## src/rtl/wwdt_pkg.sv

```systemverilog
package wwdt_pkg;

  // Field order follows the bit positions of the configuration byte (MSB first).
  typedef struct packed {
    logic       irq_en;    // bit 7
    logic [1:0] win_sel;   // bits 6:5
    logic       wdt_en;    // bit 4
    logic [2:0] ovf_sel;   // bits 3:1
    logic       stby_run;  // bit 0
  } wwdt_cfg_t;

  // Exponent of two for each overflow select code.
  function automatic int ovf_exp(input logic [2:0] sel);
    case (sel)
      3'd0:    return 10;
      3'd1:    return 11;
      3'd2:    return 12;
      3'd3:    return 13;
      3'd4:    return 15;
      3'd5:    return 17;
      3'd6:    return 18;
      default: return 20;
    endcase
  endfunction

endpackage

```

## src/rtl/wwdt_rst_sync.sv

```systemverilog
module wwdt_rst_sync #(
  parameter int STAGES = 2
) (
  input  logic clk,
  input  logic arst_n,
  output logic srst_n_o
);
  logic [STAGES-1:0] sync_q, sync_d;

  always_comb begin
    sync_d = {sync_q[STAGES-2:0], 1'b1};
  end

  always_ff @(posedge clk or negedge arst_n) begin
    if (!arst_n) sync_q <= '0;
    else         sync_q <= sync_d;
  end

  assign srst_n_o = sync_q[STAGES-1];
endmodule

```

## src/rtl/wwdt_cfg_latch.sv

```systemverilog
module wwdt_cfg_latch
  import wwdt_pkg::*;
(
  input  logic       clk,
  input  logic       rst_n,
  input  logic [7:0] cfg_byte_i,
  output wwdt_cfg_t  cfg_o,
  output logic       vld_o
);
  wwdt_cfg_t cfg_q, cfg_d;
  logic      vld_q, vld_d;

  // Capture once after reset release, then hold.
  always_comb begin
    cfg_d = cfg_q;
    vld_d = 1'b1;
    if (!vld_q) cfg_d = wwdt_cfg_t'(cfg_byte_i);
  end

  always_ff @(posedge clk or negedge rst_n) begin
    if (!rst_n) begin
      cfg_q <= '0;
      vld_q <= 1'b0;
    end else begin
      cfg_q <= cfg_d;
      vld_q <= vld_d;
    end
  end

  assign cfg_o = cfg_q;
  assign vld_o = vld_q;
endmodule

```

## src/rtl/wwdt_restart_chk.sv

```systemverilog
module wwdt_restart_chk #(
  parameter int         CNT_W = 20,
  parameter logic [7:0] KEY   = 8'hAC
) (
  input  logic             armed_i,
  input  logic             wr_en_i,
  input  logic [7:0]       wr_data_i,
  input  logic [CNT_W-1:0] cnt_i,
  input  logic [CNT_W-1:0] win_start_i,
  output logic             good_o,
  output logic             bad_o
);
  logic hit, key_ok, win_ok;

  always_comb begin
    hit    = wr_en_i & armed_i;
    key_ok = (wr_data_i == KEY);
    win_ok = (cnt_i >= win_start_i);
    good_o = hit & key_ok & win_ok;
    bad_o  = hit & ~(key_ok & win_ok);
  end
endmodule

```

## src/rtl/wwdt_counter.sv

```systemverilog
module wwdt_counter
  import wwdt_pkg::*;
#(
  parameter int CNT_W = 20
) (
  input  logic             clk,
  input  logic             rst_n,
  input  logic             armed_i,
  input  logic             stall_i,
  input  logic             clear_i,
  input  logic             irq_en_i,
  input  logic [2:0]       ovf_sel_i,
  input  logic [1:0]       win_sel_i,
  output logic [CNT_W-1:0] cnt_o,
  output logic [CNT_W-1:0] last_o,
  output logic [CNT_W-1:0] irq_pt_o,
  output logic [CNT_W-1:0] win_start_o,
  output logic             ovf_hit_o,
  output logic             irq_hit_o
);
  localparam int SPAN_W = CNT_W + 1;

  logic [CNT_W-1:0]  cnt_q, cnt_d;
  logic [SPAN_W-1:0] span, quarter;
  int                shamt;
  logic              step;

  // Period-derived compare points.
  always_comb begin
    shamt = ovf_exp(ovf_sel_i);
    if (shamt > CNT_W) shamt = CNT_W;
    span     = SPAN_W'(1) << shamt;
    quarter  = span >> 2;
    last_o   = CNT_W'(span - SPAN_W'(1));
    irq_pt_o = CNT_W'(span - quarter);
    case (win_sel_i)
      2'd0:    win_start_o = CNT_W'(span - quarter);
      2'd1:    win_start_o = CNT_W'(span >> 1);
      2'd2:    win_start_o = CNT_W'(quarter);
      default: win_start_o = '0;
    endcase
  end

  // Next-state: a clear (good or bad write) wins over overflow and interrupt.
  always_comb begin
    step      = armed_i & ~stall_i & ~clear_i;
    ovf_hit_o = step & (cnt_q == last_o);
    irq_hit_o = step & irq_en_i & (cnt_q == irq_pt_o - CNT_W'(1));
    if (!armed_i || clear_i || ovf_hit_o) cnt_d = '0;
    else if (step)                        cnt_d = cnt_q + CNT_W'(1);
    else                                  cnt_d = cnt_q;
  end

  always_ff @(posedge clk or negedge rst_n) begin
    if (!rst_n) cnt_q <= '0;
    else        cnt_q <= cnt_d;
  end

  assign cnt_o = cnt_q;
endmodule

```

## src/rtl/wwdt_top.sv

```systemverilog
module wwdt_top
  import wwdt_pkg::*;
#(
  parameter int         CNT_W       = 20,
  parameter logic [7:0] KEY         = 8'hAC,
  parameter int         SYNC_STAGES = 2
) (
  input  logic       clk,
  input  logic       arst_n,
  input  logic [7:0] cfg_byte_i,
  input  logic       standby_i,
  input  logic       wr_en_i,
  input  logic [7:0] wr_data_i,
  output logic       rst_req_o,
  output logic       irq_o
);
  logic             rst_n_s;
  wwdt_cfg_t        cfg_q;
  logic             cfg_vld;
  logic             armed, stall, wr_good, wr_bad, ovf_hit, irq_hit;
  logic [CNT_W-1:0] cnt_q, last_cnt, irq_pt, win_start;
  logic             rst_req_d, rst_req_q, irq_d, irq_q;

  wwdt_rst_sync #(.STAGES(SYNC_STAGES)) u_sync (
    .clk(clk), .arst_n(arst_n), .srst_n_o(rst_n_s)
  );

  wwdt_cfg_latch u_cfg (
    .clk(clk), .rst_n(rst_n_s), .cfg_byte_i(cfg_byte_i),
    .cfg_o(cfg_q), .vld_o(cfg_vld)
  );

  assign armed = cfg_vld & cfg_q.wdt_en;
  assign stall = standby_i & ~cfg_q.stby_run;

  wwdt_restart_chk #(.CNT_W(CNT_W), .KEY(KEY)) u_chk (
    .armed_i(armed), .wr_en_i(wr_en_i), .wr_data_i(wr_data_i),
    .cnt_i(cnt_q), .win_start_i(win_start),
    .good_o(wr_good), .bad_o(wr_bad)
  );

  wwdt_counter #(.CNT_W(CNT_W)) u_cnt (
    .clk(clk), .rst_n(rst_n_s), .armed_i(armed), .stall_i(stall),
    .clear_i(wr_good | wr_bad), .irq_en_i(cfg_q.irq_en),
    .ovf_sel_i(cfg_q.ovf_sel), .win_sel_i(cfg_q.win_sel),
    .cnt_o(cnt_q), .last_o(last_cnt), .irq_pt_o(irq_pt),
    .win_start_o(win_start), .ovf_hit_o(ovf_hit), .irq_hit_o(irq_hit)
  );

  always_comb begin
    rst_req_d = wr_bad | ovf_hit;
    irq_d     = irq_hit;
  end

  always_ff @(posedge clk or negedge rst_n_s) begin
    if (!rst_n_s) begin
      rst_req_q <= 1'b0;
      irq_q     <= 1'b0;
    end else begin
      rst_req_q <= rst_req_d;
      irq_q     <= irq_d;
    end
  end

  assign rst_req_o = rst_req_q;
  assign irq_o     = irq_q;
endmodule

```

## config.mk

```make
export PLATFORM = sky130hd
export DESIGN_NAME = wwdt_top
export DESIGN_NICKNAME = d
export VERILOG_FILES = /design/src/rtl/wwdt_pkg.sv /design/src/rtl/wwdt_rst_sync.sv /design/src/rtl/wwdt_cfg_latch.sv /design/src/rtl/wwdt_restart_chk.sv /design/src/rtl/wwdt_counter.sv /design/src/rtl/wwdt_top.sv
export SDC_FILE = /design/constraint.sdc
export NUM_CORES = 1
export LEC_CHECK = 0
export BUFFER_PORTS_ARGS = -buffer_cell sky130_fd_sc_hd__buf_2
export CORE_UTILIZATION = 60
export CTS_BUF_LIST = sky130_fd_sc_hd__clkbuf_4
export CTS_CLUSTER_SIZE = 10
export DETAILED_ROUTE_END_ITERATION = 12
export HOLD_SLACK_MARGIN = 0.06
export PLACE_DENSITY = 0.88
export SKIP_LAST_GASP = 1
export SLEW_MARGIN = 20
export SYNTH_ARGS = -nofsm -noshare
export SYNTH_HDL_FRONTEND = slang
export SYNTH_SLANG_ARGS = --single-unit
export TNS_END_PERCENT = 1
```

## constraint.sdc

```tcl
create_clock -name clk -period 1.3 [get_ports clk]
set_clock_uncertainty 0.1 [all_clocks]
set_input_delay 0.26 -clock clk [delete_from_list [all_inputs] [get_ports clk]]
set_output_delay 0.26 -clock clk [all_outputs]
set_load 0.02 [all_outputs]
```

==> results_dict.tcl, run 1 <==
set metrics [dict create \
    globalplace.congestion 0.984 \
    synth-seq-cells 33 \
    synth_ff_type "dfrtp_1" \
    worst-ep-kind "register input" \
    synth_edf_count 0 \
    grt_max_degree 32 \
    firstError "[ERROR GRT-0232] Routing congestion too high. Check the congestion heatmap in the GUI." \
    synth.avg_cell_area_um2 7.94 \
    die_y_um 84.1 \
    die_w_um 84.1 \
    h-tree-depth 2 \
    async_flop_share_pct 100 \
    portBuffers 21 \
    synth.distinct_cells 79 \
    num_rows 29 \
    synthesis.instances 509 \
    grt_overflow_total 54 \
    track_usage_pct 74.5 \
    hpwlAfterDp_mm 10.1 \
    postGrtWorstEndpoint "rst_req_o$_DFF_PN0_/D" \
    haltStage "global routing (5_1_grt)" \
    ys_seq_area_share_pct 20.4 \
    status "aborted with a tool error" \
    cts_buffers 5 \
    cts_sinks 33 \
    yosys_warnings 0 \
    cts.path.max_buffers 2 \
    dpl_worst_slack_ns -2.47 \
    syn_area_um2 4040 \
    num_io_pins 22 \
    start_util_pct 63.0 \
    root_buffer "clkbuf_4" \
]
==> cells in the mapped netlist (12+ instances only) <==
cell type | instances | area share (%)
nand2_1 | 53 | 4.9
nor2_1 | 50 | 4.6
ha_1 | 39 | 12
dfrtp_1 | 33 | 20
a21oi_1 | 25 | 3.1
nand3_1 | 24 | 3.0
o21ai_0 | 22 | 2.7
xnor2_1 | 20 | 4.3
clkbuf_1 | 19 | 1.8
inv_1 | 18 | 1.7
nor3_1 | 14 | 1.7
a21o_1 | 13 | 2.4
xor2_1 | 12 | 2.6
==> per-stage QoR <==
step                cells  instance area, um2
CTS                   738                5450
floorplan             534                4200
detailed placement    714                5060
global placement      714                5060
==> metal layers <==
| layer | track usage (%) | overflow |
|---|---|---|
| met3 | 53.5 | 0 |
| met4 | 77.3 | 14 |
| met2 | 92.8 | 39 |
| met5 | 10.6 | 0 |
| met1 | 76.4 | 1 |
==> repair_timing <==
| item | 4_1_cts |
|---|---|
| endpoints found under the hold margin | 6 |
| pin swaps | 18 |
| hold buffers | 5 |
| setup buffers | 12 |
| resized for setup | 38 |
| endpoints found under the setup margin | 22 |
==> cells by family after synthesis <==
kind of cell    count (synthesis)  synth area share [%]
simple gates                  206                  26.4
compound gates                134                  23.9
buf+inv                        45                  4.46
fa+ha+maj                      40                  12.6
xor+xnor                       34                  8.04
flops                          33                  20.4
mux                            15                  4.02
other cells                     2                 0.186
==> inputs of run 2 (changes only) <==
--- a/config.mk
+++ b/config.mk
@@ -6,12 +6,9 @@
 export NUM_CORES = 1
 export LEC_CHECK = 0
 export BUFFER_PORTS_ARGS = -buffer_cell sky130_fd_sc_hd__buf_2
-export CORE_UTILIZATION = 60
-export CTS_BUF_LIST = sky130_fd_sc_hd__clkbuf_4
-export CTS_CLUSTER_SIZE = 10
+export CORE_UTILIZATION = 40
 export DETAILED_ROUTE_END_ITERATION = 12
-export HOLD_SLACK_MARGIN = 0.06
-export PLACE_DENSITY = 0.88
+export PLACE_DENSITY_LB_ADDON = 0.15
 export SKIP_LAST_GASP = 1
 export SLEW_MARGIN = 20
 export SYNTH_ARGS = -nofsm -noshare
==> results_dict.tcl, run 2 <==
set metrics [dict create \
    routedWlPerCell_um 14.9 \
    routed_wl_mm 11.9 \
    final.period_utilization_pct 278 \
    antenna_found_initial 0 \
    slew_headroom_pct 66.7 \
    tns_ns -28.58 \
    ir_worst_vdd_uv 971 \
    end_kind "flop" \
    crit_required_ns 1.39 \
    violations "setup timing" \
    synth.avg_cell_area_um2 7.94 \
    ys_seq_area_share_pct 20.4 \
    largest_register_ffs 20 \
    stdcell_count 797 \
    worstPathArrival_ns 3.70 \
    setup_viol 22 \
    grt_max_degree 32 \
    drive_gt1_share_pct 32.8 \
    synth_top_area_cell "dfrtp_1" \
    cts.path.max_buffers 2 \
    fin_util_pct 57.1 \
    regToRegSetupSlack_ns -2.31 \
    synth.distinct_cells 79 \
    synth_edf_count 0 \
    min_period_ns 3.61 \
    fin_nets 723 \
    cts.clk_slew.worst_paths_ns 0.08 \
    worstSetupStartpointType "flop" \
    hold_path.class "primary input to flop" \
    die_y_um 103 \
    fillers 930 \
    holdWs_ns 0.0917 \
    portBuffers 21 \
    num_rows 36 \
    cts_sinks 33 \
    root_buffer "clkbuf_8" \
    grt_pass1_vias 4023 \
    synthDominantCellAreaShare_pct 20.4 \
    finalWorstSetupSlack_ns -2.31 \
    grt_first_pass_wirelength_mm 19.1 \
    placed_cells 778 \
    clk_latency_ns 0.30 \
    die_w_um 103 \
    first_pass_iters 4 \
    cts_tree "done" \
    final_common_cell "buf_4" \
    synth-seq-cells 33 \
    tightest_slew_ns 0.499 \
    powerDensity_nw_per_um2 853 \
    slew_violations 0 \
    route.vias.total 4252 \
    status "finished, violations left" \
    core-area_um2 9770 \
    synth_area_leaders "dfrtp_1 (20%), ha_1 (12%), nand2_1 (4.9%)" \
    cts_buffers 5 \
    num_antenna_cells 0 \
    drc 0 \
    start_util_pct 41.4 \
    drtIter0Drc 148 \
    hold_viol_final 0 \
    crit_fanout 5 \
    hpwlAfterDp_mm 9.32 \
    ant_nets 0 \
    rsz0062_at_grt "yes" \
    syn_area_um2 4040 \
    synth.most_common_cell "nand2_1" \
    yosys-top-cells-count "nand2_1 (53), nor2_1 (50), ha_1 (39)" \
    grt_overflow_total 0 \
    area_growth_pct 38.0 \
    crit_type "flop to flop" \
    viasPerCell 5.34 \
    final_cell_mix "buf_4 (123), nand2_1 (53), nor2_1 (48), ha_1 (35), dfrtp_1 (31)" \
    max_freq_mhz 277 \
    async_flop_share_pct 100 \
    synthesis.instances 509 \
    synth_ff_type "dfrtp_1" \
    yosys_warnings 0 \
    track_usage_pct 23.6 \
    power.leakage_nw 2.53 \
    num_io_pins 22 \
    maxCapViolCount 0 \
    globalplace.congestion 0.877 \
    h-tree-depth 2 \
    dieArea_um2 10500 \
]
==> run 2: cell counts after synthesis <==
Identical to the previous run, type by type.
==> run 2: worst paths after layout <==
| kind | startpoint | to | cells past startpoint |
|---|---|---|---|
| max | u_cfg.cfg_o[2]$_DFFE_PN0N_ | rst_req_o$_DFF_PN0_ | 18 |
| max reg2reg | u_cfg.cfg_o[2]$_DFFE_PN0N_ | rst_req_o$_DFF_PN0_ | 18 |
| max in group asynchronous | u_sync.sync_q[1]$_DFF_PN0_ | u_cfg.cfg_o[1]$_DFFE_PN0N_ | 1 |
| min reg2reg | u_sync.sync_q[1]$_DFF_PN0_ | u_cnt.cnt_o[5]$_DFFE_PN0P_ | 1 |
| min | cfg_byte_i[4] | u_cfg.cfg_o[4]$_DFFE_PN0N_ | 3 |
| min in group asynchronous | arst_n | u_sync.sync_q[1]$_DFF_PN0_ | 2 |
==> run 2: metal layers <==
metal  up-vias  wire, um  global-route usage (%)
li1       2164         -                       -
met1      1976      5540                    30.8
met3        26       333                    2.44
met2        86      5700                    40.4
met5         -         0                       0
met4         0       314                    8.13
==> run 2: logic make-up (layout without fill, tap and decap cells) <==
family | after synthesis | after routing | synth area share [%]
buffers and inverters | 45 | 175 | 4.46
adders and majority gates | 40 | 40 | 12.6
AOI/OAI and AO/OA | 134 | 134 | 23.9
other | 2 | 27 | 0.186
DFF | 33 | 33 | 20.4
xor gates and xnor gates | 34 | 34 | 8.04
and+or+nand+nor | 206 | 206 | 26.4
muxes | 15 | 15 | 4.02
==> run 2: metrics by stage <==
| step | setup slack (ns) | power [mW] | area, um2 |
|---|---|---|---|
| floorplan | -2.43 | 2.51 | 4200 |
| global placement | -2.33 | 3.20 | 5190 |
| detailed placement | -2.44 | 3.23 | 5190 |
| CTS | -2.39 | 4.49 | 5350 |
| global route | -2.50 | 5.05 | 5580 |
| finish | -2.31 | 4.76 | 5580 |
==> run 2: area by class of cell <==
cell class	count	area, um2	area share [%]
Inverter	20	75.1	1.35
Timing Repair Buffer	147	1060	19.0
Tap cell	133	166	2.98
Sequential cell	33	828	14.8
Clock buffer	5	68.8	1.23
Clock inverter	3	68.8	1.23
Multi-Input combinational cell	456	3310	59.3
==> run 2: where the power goes <==
part	switching, mW	internal [mW]	total, mW
logic	1.27	1.18	2.45
clock network	0.443	0.772	1.22
registers	0.0304	1.06	1.09
total	1.74	3.02	4.76
==> run 2: timing repair <==
| item | in CTS | in global routing |
|---|---|---|
| resized for setup | 3 | 33 |
| buffers inserted | 0 | 10 |
| hold endpoints to repair | 2 | 0 |
| pin swaps | 1 | 16 |
| cloned | 0 | 0 |
| hold buffers | 1 | 0 |
| endpoints found under the setup margin | 22 | 22 |
==> run 2: critical path, cell delays in order (launching register included) <==
cell and delay (ns):
dfrtp_1 0.43, buf_6 0.14, nor3_4 0.17, inv_2 0.07, ha_4 0.27, buf_6 0.11, nand4_1 0.17, nor2_4 0.21
and3_4 0.24, o21ai_2 0.06, a31oi_2 0.21, xnor2_1 0.13, nand2_1 0.07, nand3_1 0.08, ha_1 0.30, nand4_1 0.16
nor4_2 0.19, a21oi_1 0.09, or3_1 0.30
No activity file was read; power rests on OpenSTA's default activity.
==> inputs of run 3 (changes only) <==
--- a/config.mk
+++ b/config.mk
@@ -6,6 +6,7 @@
 export NUM_CORES = 1
 export LEC_CHECK = 0
 export BUFFER_PORTS_ARGS = -buffer_cell sky130_fd_sc_hd__buf_2
+export CORE_MARGIN = 2
 export CORE_UTILIZATION = 40
 export DETAILED_ROUTE_END_ITERATION = 12
 export PLACE_DENSITY_LB_ADDON = 0.15
==> constraint.sdc (replaced) <==
create_clock -name clk -period 3.6 [get_ports clk]
set_clock_uncertainty 0.1 [all_clocks]
set_input_delay 0.72 -clock clk [delete_from_list [all_inputs] [get_ports clk]]
set_output_delay 0.72 -clock clk [all_outputs]
set_load 0.02 [all_outputs]
==> results_dict.tcl, run 3 (synthesized netlist as in run 2, its figures left out) <==
set metrics [dict create \
    slew_headroom_pct 56.9 \
    setup_viol 1 \
    tightest_slew_ns 0.644 \
    worstSetupStartpointType "flop" \
    power.total_mw 1.50 \
    first_pass_iters 4 \
    core-area_um2 9770 \
    cts_buffers 5 \
    regToRegSetupSlack_ns -0.17 \
    grt_max_degree 32 \
    die_y_um 105 \
    slowest_stage "dfrtp_2" \
    drc 0 \
    crit_type "flop to flop" \
    routedWlPerCell_um 15.4 \
    route.vias.total 3983 \
    hpwlAfterDp_mm 8.74 \
    track_usage_pct 19.9 \
    powerDensity_nw_per_um2 299 \
    dieArea_um2 10900 \
    largest_register_ffs 20 \
    worstPathArrival_ns 3.84 \
    fillers 951 \
    grt_first_pass_wirelength_mm 18.0 \
    placed_cells 714 \
    grt_pass1_vias 3783 \
    cpLargestDelayFamily "compound AO/OA/AOI/OAI gates" \
    ant_nets 0 \
    multi_input_area_um2 3340 \
    violations "setup timing" \
    ir_worst_vdd_uv 299 \
    endpoint "rst_req_o$_DFF_PN0_" \
    start_util_pct 41.4 \
    grt_overflow_total 0 \
    final.period_utilization_pct 105 \
    num_io_pins 22 \
    finalWorstSetupSlack_ns -0.173 \
    num_rows 36 \
    cts.clk_slew.worst_paths_ns 0.07 \
    path_cells "buf_6 -> nor3_4 -> inv_2 -> ha_4 -> a21o_1 -> a21oi_1 -> o21ai_1 -> a31oi_4 -> o21bai_2 -> a21oi_2 -> o21bai_1 -> a211oi_1 -> o21ai_1 -> ha_1 -> nand4_1 -> nor4_2 -> a21oi_1 -> or3_1" \
    drtIter0Drc 201 \
    drive_gt1_share_pct 24.5 \
    hold_path.class "primary input to asynchronous set/reset pin" \
    routed_wl_mm 11.2 \
    rsz0062_at_grt "yes" \
    min_period_ns 3.77 \
    fin_nets 652 \
    crit_required_ns 3.67 \
    path_buf_inv 2 \
    max_freq_mhz 265 \
    globalplace.congestion 0.905 \
    area_growth_pct 24.2 \
    critPathMaxStageDelay_ns 0.44 \
    root_buffer "clkbuf_8" \
    crit_fanout 5 \
    cts_tree "done" \
    finalInstanceArea_um2 5020 \
    r2r_start "u_cfg.cfg_o[2]$_DFFE_PN0N_" \
    end_kind "flop" \
    h-tree-depth 2 \
    final-seq-area_um2 830 \
    ctsHoldBuffers 0 \
    cts_sinks 33 \
    cp_num_cells 18 \
    cts.path.max_buffers 2 \
    hold_viol_final 0 \
    r2r_cells 18 \
    stdcell_count 725 \
    crit_path_start "u_cfg.cfg_o[2]$_DFFE_PN0N_" \
    maxCapViolCount 0 \
    die_w_um 105 \
    postPlaceCellArea_um2 4710 \
    num_antenna_cells 0 \
    final_cell_mix "nand2_1 (53), buf_4 (53), nor2_1 (47), ha_1 (34), dfrtp_1 (30)" \
    power.leakage_nw 2.14 \
    status "finished, violations left" \
    portBuffers 21 \
    slew_violations 0 \
    viasPerCell 5.49 \
    clk_latency_ns 0.29 \
    reg2reg_to "rst_req_o$_DFF_PN0_" \
    antenna_found_initial 0 \
]
[run 3: changes by cell type in the layout (fill, tap and decap cells not counted), sizes merged]
cell and change:
inv -1, clkinvlp +1, dlygate4sd3 -1, clkbuf +1
bufinv -2, buf -70
[run 3: worst register-to-register path: cells and delay by family, from the launching register on]
family,cells,cell delay (ns)
DFF,1,0.44
buffers and inverters,2,0.20
adders and majority gates,2,0.55
and+or+nand+nor,4,0.91
AOI/OAI and AO/OA,10,1.43
[run 3: how the worst min path moves through the flow]
stage | to | slack, ns | cells past startpoint
floorplan | u_sync.sync_q[1]$_DFF_PN0_ | 0.23 | 0
global placement | u_cnt.cnt_o[2]$_DFFE_PN0P_ | 0.17 | 1
detailed placement | u_cnt.cnt_o[0]$_DFFE_PN0P_ | 0.18 | 1
CTS | u_sync.sync_q[1]$_DFF_PN0_ | 0.11 | 1
global route | u_sync.sync_q[1]$_DFF_PN0_ | 0.11 | 1
finish | u_sync.sync_q[1]$_DFF_PN0_ | 0.11 | 1
[run 3: layout make-up]
class / count / area share (%)
clock buffers: 6 / 1.64
clock inverters: 1 / 0.149
inverters: 20 / 1.49
multi-input cells: 456 / 66.4
flip-flops and latches: 33 / 16.5
well taps: 133 / 3.31
repair buffers: 76 / 10.5
[run 3: per-stage QoR]
| step | setup slack [ns] | hold slack, ns | util, % | setup TNS (ns) |
|---|---|---|---|---|
| global route | -0.359 | 0.106 | 51.4 | -0.540 |
| detailed placement | -0.235 | 0.175 | 48.2 | -0.237 |
| floorplan | -0.128 | 0.231 | - | -0.128 |
| global placement | -0.0963 | 0.174 | 48.2 | -0.0963 |
| finish | -0.173 | 0.111 | 51.4 | -0.173 |
| CTS | -0.176 | 0.105 | 49.2 | -0.210 |
[run 3: power breakdown]
part | total [mW] | switching, mW | internal (mW) | leakage, nW
combinational | 0.815 | 0.443 | 0.372 | 1.67
clock | 0.290 | 0.139 | 0.151 | 0.0433
sequential | 0.395 | 0.0114 | 0.383 | 0.432
total | 1.50 | 0.594 | 0.906 | 2.14
[run 3: repair_timing]
item                                    4_1_cts  5_1_grt
setup buffers                                 0        4
gates resized for setup                       1       38
pin swaps                                     1       17
endpoints found under the setup margin        2        2
[run 3: routing by layer]
layer | GRT usage (%) | share of wire (%)
met5 | 0 | 0
met4 | 5.50 | 1.6
met2 | 34.8 | 49
met1 | 26.5 | 48
met3 | 1.25 | 2.2
==> inputs of run 4 (changes only) <==
==> constraint.sdc (replaced) <==
create_clock -name clk -period 4.4 [get_ports clk]
set_clock_uncertainty 0.1 [all_clocks]
set_input_delay 0.88 -clock clk [delete_from_list [all_inputs] [get_ports clk]]
set_output_delay 0.88 -clock clk [all_outputs]
set_load 0.02 [all_outputs]
==> results_dict.tcl, run 4 (synthesized netlist as in run 2, its figures left out) <==
set metrics [dict create \
    status "completed" \
    grtUsageMet1_pct 26.6 \
    num_io_pins 22 \
    finalWorstSetupSlack_ns 0.302 \
    grt_busiest_layer "met2" \
    fin_nets 608 \
    final_cell_mix "nand2_1 (53), nor2_1 (50), ha_1 (38), dfrtp_1 (32), conb_1 (27)" \
    worstSetupStartpointType "flop" \
    regToRegSetupSlack_ns 0.30 \
    crit_fanout 8 \
    slowest_stage "dfrtp_1" \
    slew_violations 0 \
    start_util_pct 41.4 \
    hpwlAfterDp_mm 8.20 \
    power.leakage_nw 1.90 \
    largest_register_ffs 20 \
    routed_wl_mm 10.5 \
    dieArea_um2 10900 \
    antenna_found_initial 0 \
    finalInstanceArea_um2 4500 \
    ant_nets 0 \
    tns_ns 0 \
    setup_viol 0 \
    crit_required_ns 4.49 \
    cts.path.max_buffers 2 \
    powerDensity_nw_per_um2 243 \
    grt_first_pass_wirelength_mm 17.5 \
    die_y_um 105 \
    path_cells "nor2b_1 -> and2_1 -> ha_1 -> a21o_1 -> a21oi_1 -> o21ai_0 -> a31oi_2 -> o21bai_1 -> a21oi_1 -> o21bai_1 -> a211oi_1 -> o21ai_0 -> ha_1 -> nand4_1 -> nor4_1 -> a21oi_1 -> or3_1" \
    r2r_start "u_cfg.cfg_o[2]$_DFFE_PN0N_" \
    cts_sinks 33 \
    drtIter0Drc 214 \
    hold_viol_final 0 \
    route.vias.total 3849 \
    first_pass_iters 5 \
    grt_pass1_vias 3621 \
    holdWs_ns 0.169 \
    postPlaceCellArea_um2 4390 \
    worst_path_most_repeated_cell "a21oi_1" \
    globalplace.congestion 0.852 \
    crit_type "flop to flop" \
    use_met2_pct 32.4 \
    num_rows 36 \
    clk_latency_ns 0.31 \
    worstPathArrival_ns 4.19 \
    num_antenna_cells 0 \
    routedWlPerCell_um 15.4 \
    cts.clk_slew.worst_paths_ns 0.08 \
    r2r_cells 17 \
    reg2reg_to "rst_req_o$_DFF_PN0_" \
    track_usage_pct 19.7 \
    post-cts-setup-buffer-count 0 \
    maxCapViolCount 0 \
    cts_buffers 5 \
    tightest_slew_ns 0.663 \
    end_kind "flop" \
    area_growth_pct 11.2 \
    hold_path.class "flop to asynchronous set/reset pin" \
    ctsHoldBuffers 0 \
    die_w_um 105 \
    grt_max_degree 32 \
    dpl_worst_slack_ns 0.227 \
    viasPerCell 5.64 \
    ir_worst_vdd_uv 160 \
    h-tree-depth 2 \
    slew_headroom_pct 55.7 \
    portBuffers 21 \
    core-area_um2 9770 \
    final_common_cell "nand2_1" \
    drc 0 \
    final.period_utilization_pct 93.1 \
    min_period_ns 4.10 \
    grt_overflow_total 0 \
    max_freq_mhz 244 \
    use_met3_pct 2.06 \
    cts_tree "done" \
    drive_gt1_share_pct 14.6 \
    root_buffer "clkbuf_8" \
    fillers 1015 \
    critPathMaxStageDelay_ns 0.44 \
]
-- run 4: cell count changes in the layout (fill, tap and decap cells not counted), sizes merged --
| cell | previous run | this run |
|---|---|---|
| clkinv | 2 | 4 |
| buf | 76 | 32 |
| clkbuf | 6 | 5 |
-- run 4: how the worst max path moves through the flow --
stage | startpoint | to | depth (start not counted)
floorplan | u_cfg.cfg_o[1]$_DFFE_PN0N_ | rst_req_o$_DFF_PN0_ | 17
global placement | u_cfg.cfg_o[3]$_DFFE_PN0N_ | rst_req_o$_DFF_PN0_ | 19
detailed placement | u_cfg.cfg_o[3]$_DFFE_PN0N_ | rst_req_o$_DFF_PN0_ | 19
CTS | u_cfg.cfg_o[3]$_DFFE_PN0N_ | rst_req_o$_DFF_PN0_ | 19
global route | u_cfg.cfg_o[2]$_DFFE_PN0N_ | rst_req_o$_DFF_PN0_ | 17
finish | u_cfg.cfg_o[2]$_DFFE_PN0N_ | rst_req_o$_DFF_PN0_ | 17
-- run 4: per-layer routing --
metal | vias to the layer above | part of all wire [%] | wire length, um
met5 | - | 0 | 0
met4 | 0 | 2.7 | 289
met3 | 22 | 4.4 | 464
met2 | 105 | 47 | 4940
met1 | 1797 | 46 | 4830
li1 | 1925 | - | -
-- run 4: cell type report --
type / instances / area [um2] / area share (%)
multi-input combinational: 456 / 3150 / 70.1
clock buffer: 5 / 68.8 / 1.53
timing repair buffer: 32 / 191 / 4.26
sequential: 33 / 827 / 18.4
inverter: 20 / 75.1 / 1.67
clock inverter: 3 / 17.5 / 0.390
tap: 133 / 166 / 3.70
-- run 4: power breakdown --
part | switching, mW | internal, mW | total [mW] | leakage (nW)
logic | 0.310 | 0.212 | 0.521 | 1.42
registers | 0.0166 | 0.313 | 0.330 | 0.434
clock network | 0.134 | 0.109 | 0.243 | 0.0439
total | 0.460 | 0.634 | 1.09 | 1.90
-- run 4: critical path: cells and delay by family, from the launching register on --
kind | cells | cell delay (ns)
DFF | 1 | 0.44
and+or+nand+nor | 5 | 1.08
AOI/OAI and AO/OA | 10 | 1.67
adders and majority gates | 2 | 0.70
-- run 4: what timing repair did --
action,4_1_cts,5_1_grt
gates resized for setup,0,7
endpoints found under the hold margin,0,0
endpoints found under the setup margin,0,1
-- run 4: stage by stage --
stage	std cells	utilization, %	power, mW
floorplan	534	-	0.727
global placement	674	44.9	0.820
detailed placement	674	44.9	0.824
CTS	682	45.8	1.07
global route	682	46.0	1.17
finish	682	46.0	1.09
